`src/rtl/vec_pic_pkg.sv`:
```
`timescale 1ns/1ps
package vec_pic_pkg;
    // Default geometry of the controller
    localparam int unsigned PIC_NUM_IRQ   = 6;
    localparam int unsigned PIC_FIRST_IRQ = 2;
    localparam int unsigned PIC_VEC_BASE  = 8;
    localparam int unsigned PIC_DATA_W    = 8;

    // Width of an index into n lines, never below one bit
    function automatic int unsigned idx_width(input int unsigned n);
        return (n > 1) ? $clog2(n) : 1;
    endfunction
endpackage

```
`src/rtl/vec_pic_prio_find.sv`:
```
`timescale 1ns/1ps
// Finds the lowest set bit of a vector: fixed priority, index 0 highest
module vec_pic_prio_find
    import vec_pic_pkg::*;
#(
    parameter int unsigned W = 6
) (
    input  logic [W-1:0]              vec,
    output logic                      found,
    output logic [idx_width(W)-1:0]   idx,
    output logic [W-1:0]              onehot
);
    localparam int unsigned IW = idx_width(W);

    always_comb begin
        found  = 1'b0;
        idx    = '0;
        onehot = '0;
        for (int i = int'(W) - 1; i >= 0; i--) begin
            if (vec[i]) begin
                found = 1'b1;
                idx   = IW'(i);
            end
        end
        if (found) begin
            onehot[idx] = 1'b1;
        end
    end
endmodule

```
`src/rtl/vec_pic_req_latch.sv`:
```
`timescale 1ns/1ps
// Rising-edge request capture; a captured request is held until cleared
module vec_pic_req_latch #(
    parameter int unsigned W = 6
) (
    input  logic         clk,
    input  logic         rst_n,
    input  logic [W-1:0] lines,
    input  logic [W-1:0] clr,
    output logic [W-1:0] req
);
    typedef struct packed {
        logic [W-1:0] prev;
        logic [W-1:0] req;
    } lat_t;

    lat_t q, d;

    always_comb begin
        d      = q;
        d.prev = lines;
        // a fresh edge wins over a clear of the same bit
        d.req  = (q.req & ~clr) | (lines & ~q.prev);
    end

    always_ff @(posedge clk) begin
        if (!rst_n) begin
            q <= '0;
        end else begin
            q <= d;
        end
    end

    assign req = q.req;
endmodule

```
`src/rtl/vec_pic.sv`:
```
`timescale 1ns/1ps
module vec_pic
    import vec_pic_pkg::*;
#(
    parameter int unsigned NUM_IRQ   = PIC_NUM_IRQ,
    parameter int unsigned FIRST_IRQ = PIC_FIRST_IRQ,
    parameter int unsigned VEC_BASE  = PIC_VEC_BASE,
    parameter int unsigned DATA_W    = PIC_DATA_W
) (
    input  logic               clk,
    input  logic               rst_n,
    input  logic [NUM_IRQ-1:0] irq_lines,
    input  logic               mask_wr,
    input  logic [DATA_W-1:0]  mask_wdata,
    output logic [DATA_W-1:0]  mask_rdata,
    input  logic               inta,
    input  logic               eoi,
    output logic               intr,
    output logic               vec_valid,
    output logic [DATA_W-1:0]  vec_data
);
    localparam int unsigned IW = idx_width(NUM_IRQ);
    localparam logic [DATA_W-1:0] VEC_LO   = DATA_W'(VEC_BASE + FIRST_IRQ);
    localparam logic [DATA_W-1:0] VEC_SPUR = DATA_W'(VEC_BASE + FIRST_IRQ + NUM_IRQ - 1);

    typedef struct packed {
        logic [DATA_W-1:0]  mask;
        logic [NUM_IRQ-1:0] isr;
        logic [DATA_W-1:0]  vec;
        logic               vec_valid;
    } pic_state_t;

    localparam pic_state_t RESET_STATE = '{
        mask:      '1,
        isr:       '0,
        vec:       '0,
        vec_valid: 1'b0
    };

    pic_state_t q, d;

    logic [NUM_IRQ-1:0] req_q;
    logic [NUM_IRQ-1:0] isr_q;
    logic [NUM_IRQ-1:0] line_mask;
    logic [NUM_IRQ-1:0] cand;
    logic               cand_found, isr_found;
    logic [IW-1:0]      cand_idx, isr_idx;
    logic [NUM_IRQ-1:0] cand_oh, isr_oh;
    logic               grant;
    logic [NUM_IRQ-1:0] grant_oh;

    assign isr_q     = q.isr;
    assign line_mask = q.mask[FIRST_IRQ +: NUM_IRQ];
    assign cand      = req_q & ~line_mask;

    vec_pic_req_latch #(.W(NUM_IRQ)) u_req (
        .clk   (clk),
        .rst_n (rst_n),
        .lines (irq_lines),
        .clr   (grant_oh),
        .req   (req_q)
    );

    vec_pic_prio_find #(.W(NUM_IRQ)) u_cand (
        .vec    (cand),
        .found  (cand_found),
        .idx    (cand_idx),
        .onehot (cand_oh)
    );

    vec_pic_prio_find #(.W(NUM_IRQ)) u_isr (
        .vec    (isr_q),
        .found  (isr_found),
        .idx    (isr_idx),
        .onehot (isr_oh)
    );

    // Only a strictly higher priority (lower index) than the top in-service level may interrupt
    assign intr     = cand_found && (!isr_found || (cand_idx < isr_idx));
    assign grant    = inta && intr;
    assign grant_oh = grant ? cand_oh : '0;

    always_comb begin
        d = q;
        if (mask_wr) begin
            d.mask = mask_wdata;
        end
        d.isr = q.isr & ~(eoi ? isr_oh : '0);
        if (grant) begin
            d.isr = d.isr | cand_oh;
        end
        d.vec_valid = inta;
        if (inta) begin
            d.vec = grant ? (VEC_LO + DATA_W'(cand_idx)) : VEC_SPUR;
        end
    end

    always_ff @(posedge clk) begin
        if (!rst_n) begin
            q <= RESET_STATE;
        end else begin
            q <= d;
        end
    end

    assign mask_rdata = q.mask;
    assign vec_valid  = q.vec_valid;
    assign vec_data   = q.vec;
endmodule

```
`config.mk`:
```
export PLATFORM = sky130hd
export DESIGN_NAME = vec_pic
export DESIGN_NICKNAME = d
export VERILOG_FILES = /design/src/rtl/vec_pic_pkg.sv /design/src/rtl/vec_pic_prio_find.sv /design/src/rtl/vec_pic_req_latch.sv /design/src/rtl/vec_pic.sv
export SDC_FILE = /design/constraint.sdc
export NUM_CORES = 1
export LEC_CHECK = 0
export BUFFER_PORTS_ARGS = -buffer_cell sky130_fd_sc_hd__buf_4
export CORE_UTILIZATION = 52
export CTS_CLUSTER_DIAMETER = 120
export DETAILED_ROUTE_END_ITERATION = 10
export HOLD_SLACK_MARGIN = 0.05
export PLACE_DENSITY = 0.82
export SLEW_MARGIN = 20
export SYNTH_ARGS = -nofsm -noshare
export SYNTH_HDL_FRONTEND = slang
export SYNTH_SLANG_ARGS = --single-unit
```
`constraint.sdc`:
```
create_clock -name clk -period 2.65 [get_ports clk]
set_input_delay 0.1325 -clock clk [delete_from_list [all_inputs] [get_ports clk]]
set_output_delay 0.1325 -clock clk [all_outputs]
set_load 0.01 [all_outputs]
```
==> results of run 1 <==
-- critical path, stage by stage, from the launching register on --
cell and delay, ns:
sky130_fd_sc_hd__dfxtp_1 0.38, sky130_fd_sc_hd__nand2b_1 0.20, sky130_fd_sc_hd__nand4_1 0.18, sky130_fd_sc_hd__a21oi_2 0.21, sky130_fd_sc_hd__ha_1 0.29, sky130_fd_sc_hd__a21oi_1 0.23, sky130_fd_sc_hd__a31o_2 0.25, sky130_fd_sc_hd__o21a_1 0.14
sky130_fd_sc_hd__buf_4 0.11
-- power by group through the flow --
| stage | combinational (mW) | clock, mW | sequential (mW) |
|---|---|---|---|
| after floorplan | 0.113 | 0 | 0.542 |
| after global placement | 0.178 | 0 | 0.538 |
| after detailed placement | 0.185 | 0 | 0.539 |
| after CTS | 0.204 | 0.295 | 0.528 |
| after global routing | 0.228 | 0.317 | 0.532 |
| final | 0.209 | 0.289 | 0.529 |
-- final cells by class --
class | count | area, um2 | share of cell area
Timing Repair Buffer | 49 | 405.4 | 0.2060
Tap cell | 31 | 38.79 | 0.01971
Multi-Input combinational cell | 117 | 803.3 | 0.4081
Sequential cell | 32 | 640.6 | 0.3255
Inverter | 5 | 18.77 | 0.009536
Clock buffer | 6 | 51.30 | 0.02606
Clock inverter | 2 | 10.01 | 0.005086
-- repair_timing --
item                                    in CTS  in global routing
endpoints found under the setup margin       0                  1
resized for setup                            0                  2
endpoints found under the hold margin       15                  0
hold buffers                                15                  0
buffers inserted                             0                  1
-- cells in the final DEF, fill, tap and decap left out, types with 2 or more instances in the layout --
cell,instances
sky130_fd_sc_hd__a21oi_2,5
sky130_fd_sc_hd__a31oi_1,3
sky130_fd_sc_hd__and2_1,6
sky130_fd_sc_hd__buf_4,34
sky130_fd_sc_hd__clkbuf_4,5
sky130_fd_sc_hd__clkinv_2,2
sky130_fd_sc_hd__conb_1,3
sky130_fd_sc_hd__dfxtp_1,32
sky130_fd_sc_hd__dlygate4sd3_1,15
sky130_fd_sc_hd__ha_1,6
sky130_fd_sc_hd__inv_1,5
sky130_fd_sc_hd__mux2i_1,8
sky130_fd_sc_hd__nand2_1,18
sky130_fd_sc_hd__nand2b_1,11
sky130_fd_sc_hd__nand3_1,4
sky130_fd_sc_hd__nor2_1,3
sky130_fd_sc_hd__nor2b_1,9
sky130_fd_sc_hd__o21a_1,2
sky130_fd_sc_hd__o21ai_0,11
sky130_fd_sc_hd__o21ai_1,3
sky130_fd_sc_hd__o221a_1,2
sky130_fd_sc_hd__o22ai_1,2
-- per-stage QoR --
stage | hold WS [ns] | total power [mW]
after floorplan | 0.2334 | 0.6552
after global placement | 0.3412 | 0.7156
after detailed placement | 0.3436 | 0.7239
after CTS | 0.07667 | 1.027
after global routing | 0.07927 | 1.077
final | 0.08555 | 1.027
-- layer usage --
| layer | vias up | routed length, um |
|---|---|---|
| met2 | 46 | 1793 |
| li1 | 657 | - |
| met4 | 0 | 56 |
| met3 | 7 | 157 |
| met1 | 615 | 1497 |
| met5 | - | 0 |
-- how the worst min path moves through the flow --
| stage | start | end | cells past startpoint |
|---|---|---|---|
| final | eoi | isr_q[0] | 3 |
| after CTS | eoi | isr_q[0] | 3 |
| after global routing | eoi | isr_q[0] | 3 |
| after floorplan | inta | vec_data[1] | 1 |
| after global placement | irq_lines[3] | u_req.q[9] | 3 |
| after detailed placement | irq_lines[3] | u_req.q[9] | 3 |
-- kinds of logic (layout without fill, tap and decap cells) --
logic type | count (synthesis) | in the layout | synth area share
compound gates | 38 | 38 | 0.1807
fa+ha+maj | 6 | 6 | 0.05042
buf+inv | 13 | 62 | 0.04034
flops | 32 | 32 | 0.4302
mux | 8 | 8 | 0.05378
other cells | 1 | 3 | 0.002519
simple gates | 62 | 62 | 0.2420
-- state kept, by name, indices dropped and copies added, names as in the netlist --
register / flops
vec_valid: 1
mask_rdata: 8
u_req.req: 6
isr_q: 6
vec_data: 5
u_req.q: 6
==> flow_summary.toml, run 1 <==
[status]
status = "finished, final reports clean"

[pwr]
power.share.combinational = 0.204
vdd_ir_drop_max_uv = 433.3
power_leakage_nw = 0.8592
switching_share_of_power = 0.2757
p_per_cell_area_mw_per_mm2 = 521.7
p_seq_frac = 0.515
share_clk_of_total_power = 0.281
p_int_mw = 0.7437
switching_power_summed_over_all_nets_mw = 0.2831

[yosys]
synth_seq_cells = 32
ys_seq_area_frac = 0.4303
synth_top_cells_by_count = "sky130_fd_sc_hd__dfxtp_1 (32), sky130_fd_sc_hd__nand2_1 (18), sky130_fd_sc_hd__nand2b_1 (11), sky130_fd_sc_hd__o21ai_0 (11), sky130_fd_sc_hd__nor2b_1 (9)"
post-synth-top-area-cell = "sky130_fd_sc_hd__dfxtp_1"
ys_types = 41
synthesis.instances = 160
synth.avg_cell_area_um2 = 9.306
synth-warning-count = 0
synth_top_area_frac = 0.4303
mappedNetlistArea_mm2 = 0.001489
post_synth_main_area_contributors = "sky130_fd_sc_hd__dfxtp_1 (43%), sky130_fd_sc_hd__mux2i_1 (5.4%), sky130_fd_sc_hd__ha_1 (5.0%)"
post_synth_edffs = 0
asyncSetResetFlopFracSynth = 0
main_flop_type_after_synthesis = "sky130_fd_sc_hd__dfxtp_1"
yosys.cell_count.top_type = "sky130_fd_sc_hd__dfxtp_1"

[die]
design.portCount = 37
initial_core_util = 0.5446
std_cell_rows = 19
die_width_um = 55.51
design.die.area_mm2 = 0.003081
die_h_um = 55.51
core_region_area_mm2 = 0.002734

[critical_path]
critical_path.reg2reg.startpoint = "mask_rdata[5]"
start_kind = "register"
worstPathMaxFanout = 5
r2r.worst_path.cells = 8
r2r-end = "u_req.req[2]"
endpoint = "intr"
crit_type = "reg2out"
reg2reg_slack_ns = 0.54
worst_setup_path_start = "mask_rdata[5]"
endpoint_kind = "primary output"
cp.arrival_ns = 2.33
timing.critical_path.required_ns = 2.52

[job]
drv.max_cap_violation_count = 0

[routing]
detail_route.vias_per_cell = 5.475
ant_nets = 0
detailedRoute.firstIterationViolations = 50
dr_total_vias = 1325
routed_wire_length_per_instance_um = 14.48
drt_wl_total_um = 3505
drt_drc_violations_left = 0
drt-pass1-iter-count = 4

[global_route]
busiest_grt_layer = "met2"
gr-total-overflow = 0
grt_max_degree = 38
grt_util_met3 = 0.05621
first_pass_grt_wire_length_um = 5844
antenna_found_initial = 0
global_route.usage.total = 0.2436
grt.met2_usage = 0.4096
number_of_global_route_vias_before_repair = 1322
global_route.usage.met1 = 0.2917

[clock_network]
cts_tree = "done"
clock_latency_ns = 0.33
cts_inserted_buffers = 5
cts-root-to-sink-buffers = 2
root_buffer = "sky130_fd_sc_hd__clkbuf_4"
cts.clk_slew.worst_paths_ns = 0.10
cts_htree_levels = 2
clkSinkCount = 32

[cells_and_area]
final.fill_count = 204
fin_cells = 242
syn_to_final_growth_pct = 32.19
antenna_cells_inserted = 0
post-route-cell-area_mm2 = 0.001968
nNetsFinal = 235
utilization = 0.7199
layout-drive-gt1-share = 0.2749

[sta]
slew_viol_final = 0
clock-skew-final_ns = 0.008355
setup_viol = 0
final_critical_path_setup_slack_ns = 0.1921
final_min_period_over_clock_period = 0.9275
finalCriticalPeriod_ns = 2.458
final_hold_viol_count = 0
setup_tns_ns = 0
achievable_clock_frequency_ghz = 0.4069

[placed_design]
placed_cells = 218
pre_cts_ws_ns = 0.4585
globalplace.congestion = 0.9214
post_dp_cell_area_mm2 = 0.001742
portBuffers = 33
dp_hpwl_um = 2330

[min_path]
worstHoldPathType = "in2reg"
(Power assumes the default switching activity.)
==> run 2, diff against run 1 <==
--- a/config.mk
+++ b/config.mk
@@ -6,11 +6,11 @@
 export NUM_CORES = 1
 export LEC_CHECK = 0
 export BUFFER_PORTS_ARGS = -buffer_cell sky130_fd_sc_hd__buf_4
-export CORE_UTILIZATION = 52
+export CORE_UTILIZATION = 47
 export CTS_CLUSTER_DIAMETER = 120
 export DETAILED_ROUTE_END_ITERATION = 10
 export HOLD_SLACK_MARGIN = 0.05
-export PLACE_DENSITY = 0.82
+export PLACE_DENSITY = 0.79
 export SLEW_MARGIN = 20
 export SYNTH_ARGS = -nofsm -noshare
 export SYNTH_HDL_FRONTEND = slang
==> constraint.sdc (replaced) <==
create_clock -name clk -period 2.2 [get_ports clk]
set_input_delay 0.11 -clock clk [delete_from_list [all_inputs] [get_ports clk]]
set_output_delay 0.11 -clock clk [all_outputs]
set_load 0.01 [all_outputs]
==> run 2 against run 1 <==
Against the previous run: the flow now finishes with violations (setup timing); clock skew up 0.0025 ns; design area up 7.0%; critical endpoint unchanged; core utilization down 2.4 points; register-to-register slack worse by 0.40 ns; non-clock buffer count up 8; clock power up 18%; total power up 24%; largest cell class unchanged; worst hold slack worse by 0.023 ns.
==> flow_summary.toml, run 2 (same netlist as run 1, synthesis figures left out) <==
[status]
status = "finished with violations"
failed_checks = "setup timing"

[clock_network]
cts-root-to-sink-buffers = 2
cts_inserted_buffers = 5
clkSinkCount = 32
cts.clk_slew.worst_paths_ns = 0.09
root_buffer = "sky130_fd_sc_hd__clkbuf_4"
cts_tree = "done"
clock_latency_ns = 0.33
cts_htree_levels = 2

[placed_design]
portBuffers = 33
globalplace.congestion = 0.9201
placed_cells = 233
pre_cts_ws_ns = 0.1196
dp_hpwl_um = 2504
post_dp_cell_area_mm2 = 0.001773

[critical_path]
cells_along_the_critical_path = "nor4_4 > o21ai_1 > ha_1 > o21a_1 > o21ai_2 > a31o_4 > o21a_1 > buf_6"
max_stage_delay_ns = 0.37
reg2reg_slack_ns = 0.14
buffers_plus_inverters_on_the_worst_setup_path = 1
timing.critical_path.required_ns = 2.09
r2r-end = "u_req.req[3]"
start_kind = "register"
endpoint = "intr"
worst_setup_path_start = "isr_q[0]"
cp_top_family = "compound AO/OA/AOI/OAI gates"
crit_path_top_delay_cell = "sky130_fd_sc_hd__dfxtp_4"
endpoint_kind = "primary output"
worst-path-stages = 8
critical_path.reg2reg.startpoint = "isr_q[0]"
dominant_cell_type_by_count_on_the_critical_path = "sky130_fd_sc_hd__o21a_1"
worstPathMaxFanout = 4
crit_type = "reg2out"
r2r.worst_path.cells = 8
cp.arrival_ns = 2.14

[pwr]
p_seq_frac = 0.506
switching_power_summed_over_all_nets_mw = 0.3428
share_clk_of_total_power = 0.269
power_leakage_nw = 0.9365
finalPower_mw = 1.271
p_per_cell_area_mw_per_mm2 = 603.4
p_int_mw = 0.9277
vdd_ir_drop_max_uv = 422.1
switching_share_of_power = 0.2698
power.share.combinational = 0.225

[die]
std_cell_rows = 20
die_width_um = 58.29
design.die.area_mm2 = 0.003397
die_h_um = 58.29
initial_core_util = 0.4917
design.portCount = 37
core_region_area_mm2 = 0.003028

[global_route]
number_of_global_route_vias_before_repair = 1354
first_pass_grt_wire_length_um = 5830
global_route.usage.met1 = 0.2576
busiest_grt_layer = "met2"
gr-total-overflow = 0
antenna_found_initial = 0
grt_max_degree = 38
grt.met2_usage = 0.4204
global_route.usage.total = 0.2299
grt_util_met3 = 0.04911

[sta]
hold_slack_ns = 0.06268
slew_viol_final = 0
final_min_period_over_clock_period = 1.025
clock-skew-final_ns = 0.01085
final_critical_path_setup_slack_ns = -0.05496
setup_repair_after_global_routing_missed_its_margin = "yes"
setup_viol = 1
final_hold_viol_count = 0
finalCriticalPeriod_ns = 2.255
achievable_clock_frequency_ghz = 0.4435

[cells_and_area]
final_cell_mix = "sky130_fd_sc_hd__buf_4 (41), sky130_fd_sc_hd__dfxtp_1 (27), sky130_fd_sc_hd__nand2_1 (18), sky130_fd_sc_hd__dlygate4sd3_1 (15), sky130_fd_sc_hd__o21ai_0 (10)"
post-route-cell-area_mm2 = 0.002106
largest_register_ff_count = 8
antenna_cells_inserted = 0
mostFrequentLayoutCell = "sky130_fd_sc_hd__buf_4"
nNetsFinal = 243
layout-drive-gt1-share = 0.3379
fin_cells = 263
syn_to_final_growth_pct = 41.43

[min_path]
worstHoldPathType = "in2reg"

[routing]
drt_wl_total_um = 3669
drt_drc_violations_left = 0
routed_wire_length_per_instance_um = 13.95
detail_route.vias_per_cell = 5.243
detailedRoute.firstIterationViolations = 33
drt-pass1-iter-count = 4
ant_nets = 0
dr_total_vias = 1379

[job]
drv.max_cap_violation_count = 0
run 2: cell count changes in the layout (fill, tap and decap cells not counted), moves of 2 or more:
cell                       previous run  this run
sky130_fd_sc_hd__buf_4               34        41
sky130_fd_sc_hd__clkbuf_1             0         2
sky130_fd_sc_hd__clkinv_2             2         0
sky130_fd_sc_hd__nand2b_4             0         4
sky130_fd_sc_hd__nand2b_1            11         7
sky130_fd_sc_hd__dfxtp_2              0         4
sky130_fd_sc_hd__dfxtp_1             32        27
run 2: how the worst min path moves through the flow:
| stage | startpoint | end | slack [ns] | cells past startpoint |
|---|---|---|---|---|
| floorplan | inta | vec_data[1] | 0.21 | 1 |
| global placement | irq_lines[3] | u_req.q[9] | 0.31 | 3 |
| finish | eoi | isr_q[0] | 0.06 | 3 |
| detailed placement | irq_lines[3] | u_req.q[9] | 0.32 | 3 |
| CTS | eoi | isr_q[0] | 0.06 | 3 |
| global route | eoi | isr_q[0] | 0.09 | 3 |
run 2: per-stage QoR:
stage | utilization | TNS, ns
2_1_floorplan | - | 0
3_3_place_gp | 0.5855 | 0
3_5_place_dp | 0.5855 | 0
4_1_cts | 0.6818 | -0.05639
5_1_grt | 0.6955 | -0.1246
6_report | 0.6955 | -0.05496
run 2: layout make-up:
type                            instances  area [um2]
Tap cell                               44       55.05
Inverter                                5       18.77
Sequential cell                        32       649.4
Multi-Input combinational cell        117       854.6
Timing Repair Buffer                   57       469.2
Fill cell                             229       922.1
Clock buffer                            8       58.81
run 2: tightest hold or removal path, cell delays in order:
cell	delay, ns
sky130_fd_sc_hd__buf_4	0.10
sky130_fd_sc_hd__nand3b_1	0.09
sky130_fd_sc_hd__o21ai_1	0.05
run 2: what timing repair did:
action,4_1_cts,5_1_grt
setup buffers,3,4
gates resized for setup,13,4
endpoints found under the setup margin,1,1
hold buffers,15,0
endpoints found under the hold margin,15,0
pin swaps,4,3
run 2: power by group through the flow:
stage	Clock [mW]	Sequential, mW	Combinational [mW]
after floorplan	0	0.653	0.136
after global placement	0	0.649	0.219
after detailed placement	0	0.650	0.227
after CTS	0.351	0.643	0.268
after global routing	0.379	0.647	0.308
final	0.342	0.643	0.286
run 2: metal layers:
metal / wire length [um] / vias up / part of all wire
li1: - / 674 / -
met1: 1523 / 652 / 0.42
met2: 1936 / 49 / 0.53
met3: 173 / 4 / 0.047
met4: 35 / 0 / 0.0095
met5: 0 / - / 0
==> run 3, diff against run 2 <==
--- a/config.mk
+++ b/config.mk
@@ -5,12 +5,12 @@
 export SDC_FILE = /design/constraint.sdc
 export NUM_CORES = 1
 export LEC_CHECK = 0
-export BUFFER_PORTS_ARGS = -buffer_cell sky130_fd_sc_hd__buf_4
+export BUFFER_PORTS_ARGS = -buffer_cell sky130_fd_sc_hd__buf_2
 export CORE_UTILIZATION = 47
 export CTS_CLUSTER_DIAMETER = 120
 export DETAILED_ROUTE_END_ITERATION = 10
 export HOLD_SLACK_MARGIN = 0.05
-export PLACE_DENSITY = 0.79
+export PLACE_DENSITY_LB_ADDON = 0.15
 export SLEW_MARGIN = 20
 export SYNTH_ARGS = -nofsm -noshare
 export SYNTH_HDL_FRONTEND = slang
==> run 3 against run 2 <==
Against the previous run: the run still ends with setup timing left; worst hold slack improved by 0.0081 ns; via count fell by 3.2%; global-route usage fell by 1.0 points; design area fell by 1.7%; final cell count rose by 0.38%; critical path depth did not move; sequential power barely moved; non-clock buffer count rose by 1; fmax fell by 0.44%; sequential cell count did not move; clock skew fell by 0.0062 ns; critical path type unchanged; largest power group unchanged; highest routed layer unchanged.
==> flow_summary.toml, run 3 (same netlist as run 1, synthesis figures left out) <==
[sta]
setup_viol = 1
final_hold_viol_count = 0
setup_repair_after_global_routing_missed_its_margin = "yes"
worstMarginPinSlew_ns = 0.5624
clock-skew-final_ns = 0.004679
max_slew_margin = 0.6251
slew_viol_final = 0
final_min_period_over_clock_period = 1.030
achievable_clock_frequency_ghz = 0.4415
final_critical_path_setup_slack_ns = -0.06497
finalCriticalPeriod_ns = 2.265

[die]
core_region_area_mm2 = 0.003028
design.die.area_mm2 = 0.003397
initial_core_util = 0.4917
die_width_um = 58.29
design.portCount = 37
die_h_um = 58.29
std_cell_rows = 20

[placed_design]
pre_cts_ws_ns = 0.1015
globalplace.congestion = 0.8911
post_dp_cell_area_mm2 = 0.001690
portBuffers = 33
dp_hpwl_um = 2284

[pwr]
share_clk_of_total_power = 0.361
p_seq_frac = 0.454
switching_power_summed_over_all_nets_mw = 0.3605
power_leakage_nw = 0.9317
p_per_cell_area_mw_per_mm2 = 680.4
power.share.combinational = 0.185
vdd_ir_drop_max_uv = 511.7
p_int_mw = 1.048
switching_share_of_power = 0.2560

[cells_and_area]
syn_to_final_growth_pct = 38.99
utilization = 0.6835
antenna_cells_inserted = 0
final_cell_mix = "sky130_fd_sc_hd__buf_2 (33), sky130_fd_sc_hd__dfxtp_1 (28), sky130_fd_sc_hd__nand2_1 (18), sky130_fd_sc_hd__dlygate4sd3_1 (15)"
nNetsFinal = 244
mostFrequentLayoutCell = "sky130_fd_sc_hd__buf_2"
post-route-cell-area_mm2 = 0.002069
layout-drive-gt1-share = 0.3409
largest_register_ff_count = 8

[critical_path]
dominant_cell_type_by_count_on_the_critical_path = "sky130_fd_sc_hd__o21a_1"
reg2reg_slack_ns = 0.17
r2r-end = "u_req.req[5]"
cells_along_the_critical_path = "nor4_4 > o21ai_1 > ha_1 > o21a_1 > o21ai_2 > a31o_4 > o21a_1 > buf_2"
endpoint_kind = "primary output"
r2r.worst_path.cells = 9
critical_path.reg2reg.startpoint = "mask_rdata[2]"
crit_type = "reg2out"
start_kind = "register"
cp_top_family = "compound AO/OA/AOI/OAI gates"
buffers_plus_inverters_on_the_worst_setup_path = 1
max_stage_delay_ns = 0.37
timing.critical_path.required_ns = 2.09
cp.arrival_ns = 2.15
worstPathMaxFanout = 4
crit_path_top_delay_cell = "sky130_fd_sc_hd__dfxtp_4"

[min_path]
worstHoldPathType = "in2reg"
timing.hold.worst.start = "eoi"
holdPathEnd = "isr_q[0]"
hold-path-cell-count = 3

[global_route]
grt_max_degree = 38
antenna_found_initial = 0
first_pass_grt_wire_length_um = 5561
number_of_global_route_vias_before_repair = 1292
gr-total-overflow = 0
global_route.usage.total = 0.2198

[routing]
dr_total_vias = 1335
detailedRoute.firstIterationViolations = 54
routed_wire_length_per_instance_um = 13.01
drt_drc_violations_left = 0
detail_route.vias_per_cell = 5.057
drt-pass1-iter-count = 4
ant_nets = 0
drt_wl_total_um = 3435

[clock_network]
cts_htree_levels = 2
clkSinkCount = 32
root_buffer = "sky130_fd_sc_hd__clkbuf_4"
cts_tree = "done"
cts_inserted_buffers = 5
clock_latency_ns = 0.33
cts-root-to-sink-buffers = 2
cts.clk_slew.worst_paths_ns = 0.10

[status]
failed_checks = "setup timing"
status = "finished with violations"

[job]
drv.max_cap_violation_count = 0
## run 3: cell count changes in the layout (fill, tap and decap cells not counted), moves of 2 or more
cell	before	now
sky130_fd_sc_hd__buf_4	41	10
sky130_fd_sc_hd__buf_2	0	33
sky130_fd_sc_hd__dfxtp_2	4	2
sky130_fd_sc_hd__clkbuf_1	2	0
## run 3: final cells by class
class	count	area, um2
well taps	44	55.05
clock buffers	7	65.06
inverters	5	18.77
clock inverters	1	30.03
fillers	237	958.4
multi-input cells	117	859.6
flip-flops and latches	32	650.6
repair buffers	58	390.4
## run 3: per-layer routing
layer	wire length, um	up-vias	GRT usage	share of wire
li1	-	677	-	-
met1	1554	624	0.2639	0.45
met2	1733	30	0.3711	0.50
met3	111	4	0.06696	0.032
met4	35	0	0.07823	0.010
met5	0	-	0	0
## run 3: tightest hold or removal path, stage by stage
cell,delay [ns]
sky130_fd_sc_hd__buf_2,0.11
sky130_fd_sc_hd__nand3b_1,0.10
sky130_fd_sc_hd__o21ai_1,0.05
## run 3: power groups by stage
| stage | clock [mW] | combinational [mW] | sequential [mW] |
|---|---|---|---|
| floorplan | 0 | 0.136 | 0.653 |
| global placement | 0 | 0.201 | 0.648 |
| detailed placement | 0 | 0.207 | 0.649 |
| CTS | 0.508 | 0.248 | 0.638 |
| global route | 0.534 | 0.285 | 0.644 |
| finish | 0.508 | 0.260 | 0.640 |
## run 3: what timing repair did
item | 4_1_cts | 5_1_grt
hold buffers | 15 | 0
setup buffers | 5 | 4
pin swaps | 4 | 5
gates resized for setup | 11 | 6
gates cloned | 0 | 0
endpoints found under the setup margin | 1 | 6
endpoints found under the hold margin | 15 | 0
## run 3: worst max path at each step
stage / endpoint / depth (start not counted) / slack (ns) / start
final: intr / 8 / -0.06 / isr_q[3]
after detailed placement: intr / 8 / 0.10 / isr_q[0]
after global placement: intr / 7 / 0.24 / isr_q[0]
after floorplan: u_req.req[0] / 8 / 0.23 / mask_rdata[3]
after CTS: intr / 8 / -0.06 / isr_q[1]
after global routing: intr / 8 / -0.19 / isr_q[3]
## run 3: per-stage QoR
stage	power, mW	TNS (ns)	hold slack [ns]	instances
floorplan	0.7892	0	0.2109	162
global placement	0.8487	0	0.3141	233
detailed placement	0.8563	0	0.3208	233
CTS	1.395	-0.05955	0.06381	261
global route	1.463	-0.1937	0.09126	264
finish	1.408	-0.06497	0.07082	264
